<file path="src/rtl/dual_enable_counter_pkg.sv">
package dual_enable_counter_pkg;
  localparam int unsigned DEFAULT_WIDTH = 8;

  // Decision taken for one clock edge
  typedef enum logic [1:0] {
    STEP_HOLD    = 2'd0,
    STEP_GATED   = 2'd1,
    STEP_FORCED  = 2'd2
  } step_kind_e;
endpackage

</file>
<file path="src/rtl/dec_enable_gate.sv">
module dec_enable_gate
  import dual_enable_counter_pkg::*;
(
  input  logic       start,
  input  logic       en_a,
  input  logic       en_b,
  output step_kind_e step,
  output logic       advance
);
  logic disagree;

  always_comb begin
    disagree = en_a ^ en_b;
    if (start)          step = STEP_FORCED;
    else if (!disagree) step = STEP_GATED;
    else                step = STEP_HOLD;
    advance = (step != STEP_HOLD);
  end
endmodule

</file>
<file path="src/rtl/dec_count_core.sv">
module dec_count_core #(
  parameter int unsigned WIDTH = 8
) (
  input  logic             clk,
  input  logic             rst,
  input  logic             advance,
  input  logic             start,
  input  logic             en_a,
  input  logic             en_b,
  output logic [WIDTH-1:0] count
);
  localparam logic [WIDTH-1:0] ALL_ONES = {WIDTH{1'b1}};
  localparam logic [WIDTH-1:0] ONE      = {{(WIDTH-1){1'b0}}, 1'b1};

  always_ff @(posedge clk or posedge rst) begin
    if (rst)          count <= '0;
    else if (advance) count <= count + ONE;
  end

  // clear visible whenever reset is sampled high
  assert_reset_clear_R1: assert property (@(posedge clk)
    rst |-> count == '0);

  // agreeing enables advance the count
  assert_agree_counts_R2: assert property (@(posedge clk) disable iff (rst)
    (!start && (en_a == en_b)) |=> count == $past(count) + ONE);

  // a lone enable holds the count on that very edge
  assert_lone_hold_R4: assert property (@(posedge clk) disable iff (rst)
    (!start && (en_a != en_b)) |=> $stable(count));

  // start overrides the enable pair
  assert_start_counts_R5: assert property (@(posedge clk) disable iff (rst)
    start |=> count == $past(count) + ONE);

  // wrap from all ones to zero
  assert_wrap_R6: assert property (@(posedge clk) disable iff (rst)
    (count == ALL_ONES && (start || en_a == en_b)) |=> count == '0);
endmodule

</file>
<file path="src/rtl/dec_out_stage.sv">
module dec_out_stage #(
  parameter int unsigned WIDTH = 8
) (
  input  logic [WIDTH-1:0] count,
  output logic [WIDTH-1:0] q,
  output logic [WIDTH-1:0] q_n
);
  for (genvar i = 0; i < WIDTH; i++) begin : g_bit
    assign q[i]   = count[i];
    assign q_n[i] = ~count[i];
  end
endmodule

</file>
<file path="src/rtl/dual_enable_counter.sv">
module dual_enable_counter
  import dual_enable_counter_pkg::*;
#(
  parameter int unsigned WIDTH = DEFAULT_WIDTH
) (
  input  logic             clk,
  input  logic             rst,
  input  logic             start,
  input  logic             en_a,
  input  logic             en_b,
  output logic [WIDTH-1:0] q,
  output logic [WIDTH-1:0] q_n
);
  step_kind_e       step;
  logic             advance;
  logic [WIDTH-1:0] count;

  dec_enable_gate u_gate (
    .start   (start),
    .en_a    (en_a),
    .en_b    (en_b),
    .step    (step),
    .advance (advance)
  );

  dec_count_core #(.WIDTH(WIDTH)) u_core (
    .clk     (clk),
    .rst     (rst),
    .advance (advance),
    .start   (start),
    .en_a    (en_a),
    .en_b    (en_b),
    .count   (count)
  );

  dec_out_stage #(.WIDTH(WIDTH)) u_out (
    .count (count),
    .q     (q),
    .q_n   (q_n)
  );

  // The gate decision kind is one-hot or hold
  assert_step_legal_R5: assert property (@(posedge clk) disable iff (rst)
    (start |-> step == STEP_FORCED));
endmodule

</file>
<file path="config.mk">
export PLATFORM = sky130hd
export DESIGN_NAME = dual_enable_counter
export DESIGN_NICKNAME = d
export VERILOG_FILES = /design/src/rtl/dual_enable_counter_pkg.sv /design/src/rtl/dec_enable_gate.sv /design/src/rtl/dec_count_core.sv /design/src/rtl/dec_out_stage.sv /design/src/rtl/dual_enable_counter.sv
export SDC_FILE = /design/constraint.sdc
export NUM_CORES = 1
export LEC_CHECK = 0
export BUFFER_PORTS_ARGS = -buffer_cell sky130_fd_sc_hd__buf_2
export CORE_AREA = 2 2 39 41
export CTS_BUF_LIST = sky130_fd_sc_hd__clkbuf_8
export DETAILED_ROUTE_END_ITERATION = 8
export DIE_AREA = 0 0 41 43
export PLACE_DENSITY = 0.59
export SLEW_MARGIN = 5
export SYNTH_ARGS = -nofsm -noshare
export SYNTH_HDL_FRONTEND = slang
export SYNTH_SLANG_ARGS = --single-unit
</file>
<file path="constraint.sdc">
create_clock -name clk -period 1.75 [get_ports clk]
set_input_delay 0.35 -clock clk [delete_from_list [all_inputs] [get_ports clk]]
set_output_delay 0.35 -clock clk [all_outputs]
set_load 0.03 [all_outputs]
</file>
==> results.ini, run 1 <==
[outcome]
status = completed

[synthesis]
syn_area_um2 = 392
seq_area_frac_synth_pct = 51.1
yosysTopAreaCell = dfrtp_1
synth.area.top_cells = dfrtp_1 (51%), xnor2_1 (18%), inv_1 (8.6%)
ys.warnings.count = 0
netlist_instances = 39
synth.distinct_cells = 13
ys_ff_latch = 8
synth_top_area_share_pct = 51.1
avgSynthCellArea_um2 = 10.0
syn_nets = 45

[timing]
rsz0062_at_grt = false
finalSetupTns_ps = 0
relSlewSlack_pct = 80.3
finalHoldViolCount = 0
period_minus_slack_ps = 1310
setup_slack_ps = 441
min_period_over_period_pct = 74.8
fin_skew_ps = 1.49
finalSetupViolCount = 0
max_freq_mhz = 764
drv_slew = 0
worst_pin_slew_ps = 295

[die]
ios = 21
die_x_um = 41
start_util_pct = 28.3
die-area_mm2 = 0.00176
fp.dieH_um = 43
row_count = 14
design.core.area_mm2 = 0.00138

[clock_network]
cts_tree = yes
clk_path_buf_depth = 2
clock-sinks = 8
clkLatencyLatePin_ps = 220
root_buffer = clkbuf_8
cts.reportedPaths.clkPinSlew_ps = 40
cts_hold_buffers = 0
cts_buffers = 3
cts_resized = 0
post_cts_buffers = 0
cts-htree-levels = 1

[worst_setup_path]
critPathKind = reg2out
r2r-end = u_core.count[5]
r2r_cells = 4
start_kind = register
cp-startpoint = u_core.count[0]
worstPathMaxFanout = 5
crit_end = q_n[0]
cp-end-kind = output pin
worstPathRequired_ps = 1400
timing.reg2reg.setup_slack_ps = 450
r2r-start = u_core.count[2]
critPathArrivalTime_ps = 960

[global_routing]
antenna_found_initial = 0
grt_pass1_vias = 257
overflow = 0
grt_max_degree = 9
grt_pass1_wl_mm = 1.10
grt_use_total_pct = 10.7

[pwr]
pwr-share-comb_pct = 53.7
ir_worst_vdd_mv = 0.665
p_int_mw = 0.627
power_frac_seq_pct = 29.5
power_leakage_nw = 0.283
power_density_mw_per_mm2 = 2310
clock_power_share_pct = 16.8
power_switching_mw = 0.640
netSwitchingFraction_pct = 50.5

[place]
io_buffers = 20
gp_congestion = 0.734
dpl.cell_count = 74
dp_slack_ps = 438
dp_hpwl_um = 611

[layout]
top_regs = u_core.count (8)
diodes = 0
final-instance-count-excl-fill = 77
largest_reg_flops = 8
fillers = 144
seq_area_um2 = 200
drive_gt1_share_pct = 42.6
syn2layout_area_growth_pct = 39.9
multi_input_area_um2 = 153
top_register = u_core.count
layout.nets = 69

[detailed_routing]
drtIter0Drc = 1
detail-route-antenna-nets = 0
vias = 331
vias_per_cell = 4.30
drc = 0
avgRoutedWirePerCell_um = 9.79
wl_um = 754
drt_first_pass_iters = 2

[flow_run]
cap_violations = 0

[worst_hold_path]
hold_path_class = in2async

cells in the mapped netlist:
library cell,count
nand4_1,4
inv_1,9
or2_2,1
nand2_1,2
o21ai_2,1
dfrtp_1,8
nor2_1,1
and3_2,1
or3_1,1
clkbuf_2,1
xnor2_1,8
ha_1,1
o21ai_0,1
routing by layer:
layer	GRT usage, %	vias to the layer above	part of all wire (%)
met5	0	-	0
met3	4.71	4	9.2
met2	11.3	17	40
li1	-	164	-
met1	13.2	146	44
met4	14.0	0	5.7
cell usage in the layout (no fill, tap or decap):
cell / instances
or2_2: 1
inv_1: 9
nor2_1: 1
o21ai_2: 1
nand2_1: 2
or3_1: 1
buf_2: 20
xnor2_1: 8
nand4_1: 4
clkbuf_8: 3
and3_2: 1
ha_1: 1
dfrtp_1: 8
o21ai_0: 1
cell families after synthesis:
| kind of cell | after synthesis | synth area share, % |
|---|---|---|
| AO/OA/AOI/OAI | 2 | 3.51 |
| XOR/XNOR | 8 | 17.9 |
| adder cells (fa/ha/maj) | 1 | 3.19 |
| buffers and inverters | 10 | 9.90 |
| flip-flops | 8 | 51.1 |
| AND/OR/NAND/NOR | 10 | 14.4 |
critical path: stages (launching register included):
cell	delay [ps]
dfrtp_1	410
inv_1	120
buf_2	210
power by group through the flow:
stage / clock network, mW / registers (mW) / logic [mW]
global route: 0.231 / 0.391 / 0.737
finish: 0.213 / 0.374 / 0.680
detailed placement: 0 / 0.378 / 0.688
CTS: 0.222 / 0.375 / 0.689
floorplan: 0 / 0.517 / 0.345
global placement: 0 / 0.373 / 0.680
area by class of cell:
class	instances	share of cell area [%]
Sequential cell	8	36.5
Inverter	9	6.16
Tap cell	16	3.65
Multi-Input combinational cell	21	27.9
Clock buffer	3	7.53
Timing Repair Buffer	20	18.3
how the worst min path moves through the flow:
stage / startpoint / endpoint
after floorplan: rst / u_core.count[0]
after global placement: rst / u_core.count[3]
after detailed placement: rst / u_core.count[7]
after CTS: rst / u_core.count[6]
after global routing: rst / u_core.count[6]
final: rst / u_core.count[6]
per-stage QoR:
stage	power, mW	utilization, %	hold slack (ps)	cell area [um2]
2_1_floorplan	0.862	-	166	392
3_3_place_gp	1.05	36.6	306	507
3_5_place_dp	1.07	36.6	310	507
4_1_cts	1.29	39.6	70.5	548
5_1_grt	1.36	39.6	96.8	548
6_report	1.27	39.6	57.4	548
Note: power is estimated with default switching activity, not from simulation.
==> run 2: changes to the inputs <==
==> constraint.sdc (replaced) <==
create_clock -name clk -period 1.27 [get_ports clk]
set_input_delay 0.254 -clock clk [delete_from_list [all_inputs] [get_ports clk]]
set_output_delay 0.254 -clock clk [all_outputs]
set_load 0.03 [all_outputs]
==> results.ini, run 2 (synthesis results as in run 1) <==
[place]
placed_cell_area_um2 = 536
dp_hpwl_um = 625
io_buffers = 20
gp_congestion = 0.738

[layout]
drive_gt1_share_pct = 51.5
postLayoutCoreUtil_pct = 43.4
seq_area_um2 = 206
design_area_um2 = 601
final_common_cell = buf_2
fillers = 143
multi_input_area_um2 = 153
layout.nets = 73
diodes = 0
top_register = u_core.count
top_regs = u_core.count (8)
largest_reg_flops = 8
final_cell_mix = buf_2 (16), inv_1 (10), xnor2_1 (8)
syn2layout_area_growth_pct = 53.4

[detailed_routing]
drt_first_pass_iters = 4
drc = 0
detail-route-antenna-nets = 0
wl_um = 799
vias = 347
avgRoutedWirePerCell_um = 9.74
drtIter0Drc = 6
vias_per_cell = 4.23

[global_routing]
grtUsageMet1_pct = 13.2
grt_pass1_vias = 314
use_met2_pct = 16.9
grt_use_total_pct = 11.8
use_met3_pct = 5.24
grt_pass1_wl_mm = 1.34
overflow = 0
grt_max_degree = 9
top_usage_layer = met2
antenna_found_initial = 0

[clock_network]
clock-sinks = 8
cts_buffers = 3
cts-htree-levels = 1
cts_tree = yes
cts.reportedPaths.clkPinSlew_ps = 50
clk_path_buf_depth = 2
root_buffer = clkbuf_8
clkLatencyLatePin_ps = 230
post_cts_buffers = 0

[timing]
fin_skew_ps = 8.13
finalSetupViolCount = 0
rsz0062_at_grt = false
max_freq_mhz = 815
min_period_over_period_pct = 96.6
worst_pin_slew_ps = 292
finalHoldViolCount = 0
fin_hold_ws_ps = 404
relSlewSlack_pct = 80.5
period_minus_slack_ps = 1230
drv_slew = 0

[die]
design.core.area_mm2 = 0.00138
ios = 21
fp.dieH_um = 43
die_x_um = 41
row_count = 14
start_util_pct = 28.3
die-area_mm2 = 0.00176

[worst_setup_path]
critPathKind = reg2out
cp_num_buf_inv = 3
crit_path_max_incr_delay_ps = 390
timing.reg2reg.setup_slack_ps = 80
slowest_stage = dfrtp_2
cp_num_cells = 3
crit_chain = buf_4 -> inv_1 -> clkbuf_4
worstPathRequired_ps = 1020
crit_end = q_n[3]
r2r-end = u_core.count[5]
critPathTopFamily = flip-flops
cp-end-kind = output pin
start_kind = register
worstPathMaxFanout = 4
cp-startpoint = u_core.count[3]
critPathArrivalTime_ps = 970
r2r_cells = 4
r2r-start = u_core.count[4]

[outcome]
status = completed

[worst_hold_path]
min_from = start
hold_path_class = in2reg

[flow_run]
cap_violations = 0

[pwr]
power_density_mw_per_mm2 = 3150
finalPower_mw = 1.89
ir_worst_vdd_mv = 1.06
power_leakage_nw = 0.305

==> run 2: changes by cell type in the layout (fill, tap and decap cells not counted), sizes merged <==
cell,before,now
inv,9,10
buf,20,22
dlygate4sd3,0,1
clkbuf,3,4
==> run 2: report_power, final <==
part | switching (mW) | internal (mW) | leakage [nW]
sequential | 0.105 | 0.384 | 0.0888
clock | 0.101 | 0.209 | 0.0269
combinational | 0.706 | 0.388 | 0.189
total | 0.912 | 0.981 | 0.305
==> run 2: worst register-to-register path, cell delays in order (launching register included) <==
cell     delay, ps
dfrtp_2        350
and3_2         200
o21ai_2         70
or3_1          320
xnor2_1        130
==> run 2: final cells by class <==
class                           count  area share [%]
Clock buffer                        3            6.87
Clock inverter                      1           0.625
Inverter                            9            5.63
Multi-Input combinational cell     21            25.4
Sequential cell                     8            34.4
Tap cell                           16            3.33
Timing Repair Buffer               24            23.8
==> run 2: layer usage <==
| layer | up-vias | share of wire (%) |
|---|---|---|
| li1 | 175 | - |
| met1 | 150 | 45 |
| met2 | 20 | 44 |
| met3 | 2 | 8.5 |
| met4 | 0 | 1.8 |
| met5 | - | 0 |
==> run 2: how the worst min path moves through the flow <==
stage	to	slack (ps)	depth (start not counted)
finish	u_core.count[0]	400	3
global route	u_core.count[0]	430	3
CTS	u_core.count[0]	400	3
detailed placement	u_core.count[6]	210	2
global placement	u_core.count[7]	210	2
floorplan	u_core.count[5]	70	1
==> run 2: per-stage QoR <==
stage / worst slack, ps / setup TNS (ps) / std cells
finish: 43.6 / 0 / 82
global route: 2.99 / 0 / 82
CTS: 18.7 / 0 / 82
detailed placement: 35.6 / 0 / 77
global placement: 80.7 / 0 / 77
floorplan: -70.8 / -70.8 / 39
==> run 2: repair_timing <==
item,in CTS,in global routing
resized for setup,0,7
hold buffers,1,0
endpoints found under the hold margin,8,0
setup endpoints to repair,0,4
